[config.mk]
export PLATFORM = sky130hd
export DESIGN_NAME = pkt_flow_flags
export DESIGN_NICKNAME = d
export VERILOG_FILES = /design/src/rtl/pkt_flow_pkg.sv /design/src/rtl/pkt_rst_sync.sv /design/src/rtl/pkt_entry_class.sv /design/src/rtl/pkt_flow_fold.sv /design/src/rtl/pkt_flow_flags.sv
export SDC_FILE = /design/constraint.sdc
export NUM_CORES = 1
export LEC_CHECK = 0
export BUFFER_PORTS_ARGS = -buffer_cell sky130_fd_sc_hd__buf_2
export CAP_MARGIN = 10
export CORE_MARGIN = 4
export CORE_UTILIZATION = 37
export DETAILED_ROUTE_END_ITERATION = 10
export GPL_ROUTABILITY_DRIVEN = 0
export GPL_TIMING_DRIVEN = 0
export PLACE_DENSITY_LB_ADDON = 0.2
export SKIP_CTS_REPAIR_TIMING = 1
export SLEW_MARGIN = 15
export SYNTH_ARGS = -nofsm -noshare
export SYNTH_HDL_FRONTEND = slang
export SYNTH_SLANG_ARGS = --single-unit
[constraint.sdc]
create_clock -name clk -period 0.8 [get_ports clk]
set_input_delay 0.04 -clock clk [delete_from_list [all_inputs] [get_ports clk]]
set_output_delay 0.04 -clock clk [all_outputs]
set_load 0.01 [all_outputs]
[src/rtl/pkt_flow_pkg.sv]
package pkt_flow_pkg;
  localparam int SLOT_W = 2;

  typedef struct packed {
    logic cof;
    logic multi_cof;
    logic has_endloop;
    logic store_s0;
    logic store_s1;
    logic cache_zero;
  } pkt_flags_t;
endpackage

[src/rtl/pkt_rst_sync.sv]
module pkt_rst_sync (
  input  logic clk,
  input  logic rst_n,
  output logic rst_n_sync
);
  logic [1:0] stage_q;

  always_ff @(posedge clk or negedge rst_n) begin
    if (!rst_n) stage_q <= 2'b00;
    else        stage_q <= {stage_q[0], 1'b1};
  end

  assign rst_n_sync = stage_q[1];
endmodule

[src/rtl/pkt_entry_class.sv]
module pkt_entry_class #(
  parameter int IDX = 0,
  parameter int CW  = 4
) (
  input  logic [CW-1:0] count,
  input  logic          jump,
  input  logic          call,
  input  logic          trap,
  input  logic          pause,
  input  logic          hintjr,
  input  logic          lp0end,
  input  logic          lp1end,
  input  logic          store,
  input  logic          scalar_st,
  input  logic          zero_size,
  input  logic          czero,
  input  logic          cmp_half,
  input  logic [1:0]    slot,
  output logic          active,
  output logic          flow_cand,
  output logic          endl,
  output logic          st0,
  output logic          st1,
  output logic          cz
);
  localparam logic [CW-1:0] IDX_C = CW'(IDX);

  logic real_store;

  always_comb begin
    active     = (IDX_C < count) && !cmp_half;
    flow_cand  = active && (jump || call || trap || pause) && !hintjr;
    endl       = active && (lp0end || lp1end);
    real_store = active && store && scalar_st && !zero_size;
    st0        = real_store && (slot == 2'd0);
    st1        = real_store && (slot != 2'd0);
    cz         = active && czero;
  end
endmodule

[src/rtl/pkt_flow_fold.sv]
module pkt_flow_fold
  import pkt_flow_pkg::*;
#(
  parameter int N_ENT = 8
) (
  input  logic [N_ENT-1:0] active,
  input  logic [N_ENT-1:0] flow_cand,
  input  logic [N_ENT-1:0] endl,
  input  logic [N_ENT-1:0] st0,
  input  logic [N_ENT-1:0] st1,
  input  logic [N_ENT-1:0] cz,
  output pkt_flags_t       flags
);
  logic cof_acc, multi_acc, seen_acc;

  always_comb begin
    cof_acc   = 1'b0;
    multi_acc = 1'b0;
    seen_acc  = 1'b0;
    for (int i = 0; i < N_ENT; i++) begin
      if (active[i]) begin
        if (flow_cand[i]) begin
          if (cof_acc) multi_acc = 1'b1;
          cof_acc = 1'b1;
        end
        seen_acc = seen_acc | endl[i];
        if (seen_acc) begin
          if (cof_acc) multi_acc = 1'b1;
          cof_acc = 1'b1;
        end
      end
    end
    flags.cof         = cof_acc;
    flags.multi_cof   = multi_acc;
    flags.has_endloop = seen_acc;
    flags.store_s0    = |st0;
    flags.store_s1    = |st1;
    flags.cache_zero  = |cz;
  end
endmodule

[src/rtl/pkt_flow_flags.sv]
module pkt_flow_flags
  import pkt_flow_pkg::*;
#(
  parameter int N_ENT   = 8,
  parameter bit REG_OUT = 1'b1,
  localparam int CW     = $clog2(N_ENT + 1)
) (
  input  logic                     clk,
  input  logic                     rst_n,
  input  logic                     in_vld,
  input  logic [CW-1:0]            count,
  input  logic [N_ENT-1:0]         is_jump,
  input  logic [N_ENT-1:0]         is_call,
  input  logic [N_ENT-1:0]         is_trap,
  input  logic [N_ENT-1:0]         is_pause,
  input  logic [N_ENT-1:0]         is_hintjr,
  input  logic [N_ENT-1:0]         is_lp0end,
  input  logic [N_ENT-1:0]         is_lp1end,
  input  logic [N_ENT-1:0]         is_store,
  input  logic [N_ENT-1:0]         is_scalar_st,
  input  logic [N_ENT-1:0]         is_zero_size,
  input  logic [N_ENT-1:0]         is_czero,
  input  logic [N_ENT-1:0]         is_cmp_half,
  input  logic [SLOT_W*N_ENT-1:0]  slot_flat,
  output logic                     out_vld,
  output logic                     cof,
  output logic                     multi_cof,
  output logic                     has_endloop,
  output logic                     store_s0,
  output logic                     store_s1,
  output logic                     cache_zero,
  output logic [N_ENT-1:0]         entry_endloop
);
  logic [N_ENT-1:0] act_w, cand_w, endl_w, st0_w, st1_w, cz_w;
  pkt_flags_t       fold_w;

  for (genvar gi = 0; gi < N_ENT; gi++) begin : g_ent
    pkt_entry_class #(.IDX(gi), .CW(CW)) u_cls (
      .count     (count),
      .jump      (is_jump[gi]),
      .call      (is_call[gi]),
      .trap      (is_trap[gi]),
      .pause     (is_pause[gi]),
      .hintjr    (is_hintjr[gi]),
      .lp0end    (is_lp0end[gi]),
      .lp1end    (is_lp1end[gi]),
      .store     (is_store[gi]),
      .scalar_st (is_scalar_st[gi]),
      .zero_size (is_zero_size[gi]),
      .czero     (is_czero[gi]),
      .cmp_half  (is_cmp_half[gi]),
      .slot      (slot_flat[gi*SLOT_W +: SLOT_W]),
      .active    (act_w[gi]),
      .flow_cand (cand_w[gi]),
      .endl      (endl_w[gi]),
      .st0       (st0_w[gi]),
      .st1       (st1_w[gi]),
      .cz        (cz_w[gi])
    );
  end

  pkt_flow_fold #(.N_ENT(N_ENT)) u_fold (
    .active    (act_w),
    .flow_cand (cand_w),
    .endl      (endl_w),
    .st0       (st0_w),
    .st1       (st1_w),
    .cz        (cz_w),
    .flags     (fold_w)
  );

  pkt_flags_t flags_o;
  assign cof         = flags_o.cof;
  assign multi_cof   = flags_o.multi_cof;
  assign has_endloop = flags_o.has_endloop;
  assign store_s0    = flags_o.store_s0;
  assign store_s1    = flags_o.store_s1;
  assign cache_zero  = flags_o.cache_zero;

  if (REG_OUT) begin : g_reg
    logic             rst_ns;
    pkt_flags_t       flags_q, flags_d;
    logic [N_ENT-1:0] eloop_q, eloop_d;
    logic             vld_q;

    pkt_rst_sync u_rsync (.clk(clk), .rst_n(rst_n), .rst_n_sync(rst_ns));

    always_comb begin
      flags_d = flags_q;
      eloop_d = eloop_q;
      if (in_vld) begin
        flags_d = fold_w;
        eloop_d = endl_w;
      end
    end

    always_ff @(posedge clk or negedge rst_ns) begin
      if (!rst_ns) begin
        flags_q <= '0;
        eloop_q <= '0;
        vld_q   <= 1'b0;
      end else begin
        flags_q <= flags_d;
        eloop_q <= eloop_d;
        vld_q   <= in_vld;
      end
    end

    assign flags_o       = flags_q;
    assign entry_endloop = eloop_q;
    assign out_vld       = vld_q;


    multi_needs_cof_chk: assert property (@(posedge clk) disable iff (!rst_ns)
      multi_cof |-> cof);

    endloop_needs_cof_chk: assert property (@(posedge clk) disable iff (!rst_ns)
      has_endloop |-> cof);

    hold_when_idle_chk: assert property (@(posedge clk) disable iff (!rst_ns)
      !in_vld |=> $stable({flags_o, entry_endloop}));

    vld_follows_chk: assert property (@(posedge clk) disable iff (!rst_ns)
      in_vld |=> out_vld);

    empty_packet_chk: assert property (@(posedge clk) disable iff (!rst_ns)
      (in_vld && count == '0) |=> (flags_o == '0 && entry_endloop == '0));
  end else begin : g_comb
    assign flags_o       = fold_w;
    assign entry_endloop = endl_w;
    assign out_vld       = in_vld;
  end
endmodule

==> key figures <==
Outcome
  – Result of the run: finished, violations left
  – Violated checks: negative setup slack

Floorplan
  – Height of the die: 70.4 µm
  – Effective utilization at floorplan: 38.8%
  – # rows: 22
  – # IOs: 134
  – Total core area: 3720 µm²
  – Die ar.: 4950 µm²
  – Die X: 70.4 µm

Critical path
  – Highest cell delay on the worst timing path: 410 ps
  – Gate family responsible for the most delay along the worst path: simple AND/OR/NAND/NOR gates
  – Endpoint arrival time on the critical path: 1780 ps
  – Type of the worst setup path: in2reg
  – Worst-path fanout max: 4
  – Slowest stage cell, crit path: a221oi_2
  – Bufs and invs on worst path: 2
  – Worst setup EP type: flip-flop
  – Element type at the critical path start: input pin
  – Data required time of the critical path: 910 ps
  – Cells along the critical path: buf_8 -> nor4_4 -> buf_4 -> nor2_4 -> a221oi_2 -> nand3_2 -> nor3_2 -> a22o_1 -> a41oi_1

Global routing
  – Pin count of the biggest net entering global routing: 16
  – Antenna violations before repair: 0
  – Wire length of the first global-routing pass: 8380 µm
  – GRT Residual Overflow: 0
  – Overall fraction of global-route tracks in use: 20.3%
  – Vias in the first global route: 1926

Synth
  – Cell taking the most area after synthesis: dfrtp_1
  – Post-synth EDFFs: 0
  – Gate Count Post-Synth: 179
  – Async S/R FF share, synth: 100%
  – Predominant post-synthesis flop cell: dfrtp_1
  – Post-synth net total: 298
  – Sequential fraction of the synthesis area: 29.5%
  – Number of distinct library cells after synthesis: 43
  – Area of the mapped netlist: 1440 µm²
  – Most area-consuming cells after synthesis: dfrtp_1 (30%), nor2_1 (9.1%), nor4_1 (5.2%)
  – Average footprint of a synthesized cell: 8.05 µm²
  – Synthesis Warnings: 0
  – Share of the synthesized area in the top cell type: 29.5%
  – Synthesized flop and latch total: 17

Detailed routing
  – Drt first-iter violations: 68
  – Routed via count divided by cell count: 5.36
  – Remaining antenna violation count: 0
  – Number of search-and-repair iterations in the first detailed-routing pass: 4
  – Mean routed wirelength per cell: 14.8 µm
  – DRC violation count after routing: 0
  – Vias: 2031
  – Routed wire length: 5610 µm

Layout
  – P&R area growth vs syn: 74.5%
  – Post-layout instance count excluding filler cells: 379
  – Final-layout fill cell count: 313
  – Fraction of final layout cells sized beyond drive strength 1: 56.2%
  – Top library cells by usage in the layout, fill and taps aside: buf_2 (126), nor2_1 (33), dfrtp_1 (17)
  – Most common cell after layout, fill and taps aside: buf_2
  – Diode count: 0
  – Final net count: 451
  – End-of-flow core utilization: 67.6%

Timing
  – Slack of the critical path: -868 ps
  – Clock skew after layout: 1.44 ps
  – Final Max Tran Viols: 0
  – Headroom to the max-slew limit: 57.2%
  – Number of failing setup endpoints in the final timing report: 20
  – Final critical-path required period: 1670 ps
  – Unrepaired setup endpoints after global routing: true
  – Final Hold Viols: 0
  – Worst-margin pin slew: 642 ps
  – Worst hold margin: 20.5 ps
  – Ratio of final minimum period to clock period: 208%
  – Max Fclk: 0.600 GHz

Power and ir drop
  – Cell area power density: 1090 nW/µm²
  – Static leakage power: 1.20 nW
  – Worst-case vdd ir drop: 932 µV

CTS
  – Clock buffers created by TritonCTS: 3
  – Clock latency of the later-clocked register in the worst-skew pair: 250 ps
  – Clock Tree Root: clkbuf_8
  – TritonCTS clock tree: done
  – Buffer levels on the longest clock path: 2
  – Clock transition at path regs: 70 ps
  – Number of sinks driven by the clock tree: 17
  – Depth of the CTS H-tree: 1

Placed design
  – Number of buffer cells added on primary ports: 131
  – Post-detailed-placement half-perimeter wirelength: 4530 µm
  – Post-placement cell count: 358
  – DP Worst Slack: -1240 ps

Flow run
  – Max-capacitance violation count: 0

Hold path
  – Worst min path class: in2reg
## state kept, by name (all words and copies together), names as in the netlist
| signal | cells |
|---|---|
| cof | 1 |
| store_s0 | 1 |
| multi_cof | 1 |
| cache_zero | 1 |
| store_s1 | 1 |
| has_endloop | 1 |
| entry_endloop | 8 |
| out_vld | 1 |
| g_reg.u_rsync.stage_q | 2 |
## cells by family (layout without fill, tap and decap cells)
| kind of cell | count (synthesis) | count (layout) | share of synthesized area [%] |
|---|---|---|---|
| AND/OR/NAND/NOR | 89 | 89 | 33.2 |
| flip-flops | 17 | 17 | 29.5 |
| other | 1 | 1 | 0.260 |
| buffers and inverters | 10 | 162 | 2.78 |
| AO/OA/AOI/OAI | 60 | 60 | 32.7 |
| multiplexers | 2 | 2 | 1.56 |
## where the power goes
| group | internal [mW] | switching (mW) | total [mW] |
|---|---|---|---|
| Clock | 0.345 | 0.305 | 0.650 |
| Combinational | 0.571 | 0.540 | 1.11 |
| Sequential | 0.930 | 0.0523 | 0.982 |
| Total | 1.85 | 0.898 | 2.74 |
## synthesized netlist by cell type, drive strengths merged (4+ instances only)
library cell and n:
inv 5, nor2 35, a21oi 12, nand2 11, dfrtp 17, o21ai 12, nor3 16, nand4b 4
nor4 14, a31oi 4, o41ai 5
## metrics by stage
| step | instance area [µm²] | power (mW) | setup TNS [ps] |
|---|---|---|---|
| after detailed placement | 2210 | 1.96 | -6380 |
| after CTS | 2260 | 2.61 | -3520 |
| final | 2510 | 2.74 | -3720 |
| after floorplan | 1500 | 1.47 | -3510 |
| after global placement | 2210 | 1.94 | -6150 |
| after global routing | 2510 | 2.91 | -5370 |
## metal layers
metal	track usage, %	wire length [µm]	vias to the layer above
met3	5.18	511	6
met2	35.9	2820	90
met4	3.40	54	0
met1	24.8	2220	930
met5	0	0	-
li1	-	-	1005
## path summary, 6_finish.rpt
check | slack (ps) | end | cells past startpoint | from
worst min register to register | 270 | entry_endloop[5] | 0 | g_reg.u_rsync.stage_q[1]
max in group asynchronous | 120 | entry_endloop[4] | 0 | g_reg.u_rsync.stage_q[1]
min in group asynchronous | 90 | g_reg.u_rsync.stage_q[0] | 2 | rst_n
worst min-delay path | 20 | entry_endloop[2] | 2 | is_cmp_half[2]
worst max-delay path | -870 | multi_cof | 9 | count[0]
worst max register to register | 30 | entry_endloop[1] | 1 | entry_endloop[1]
## cell type report
cell class              count  area, µm²  share of cell area (%)
multi-input cells         152       1070                    42.7
repair buffers            148        831                    33.1
flip-flops and latches     17        425                    16.9
well taps                  48       60.1                    2.39
plain buffers               5       57.6                    2.29
clock buffers               3       41.3                    1.64
inverters                   5       18.8                   0.747
clock inverters             1       5.00                   0.199
No activity file was read; power rests on OpenSTA's default activity.
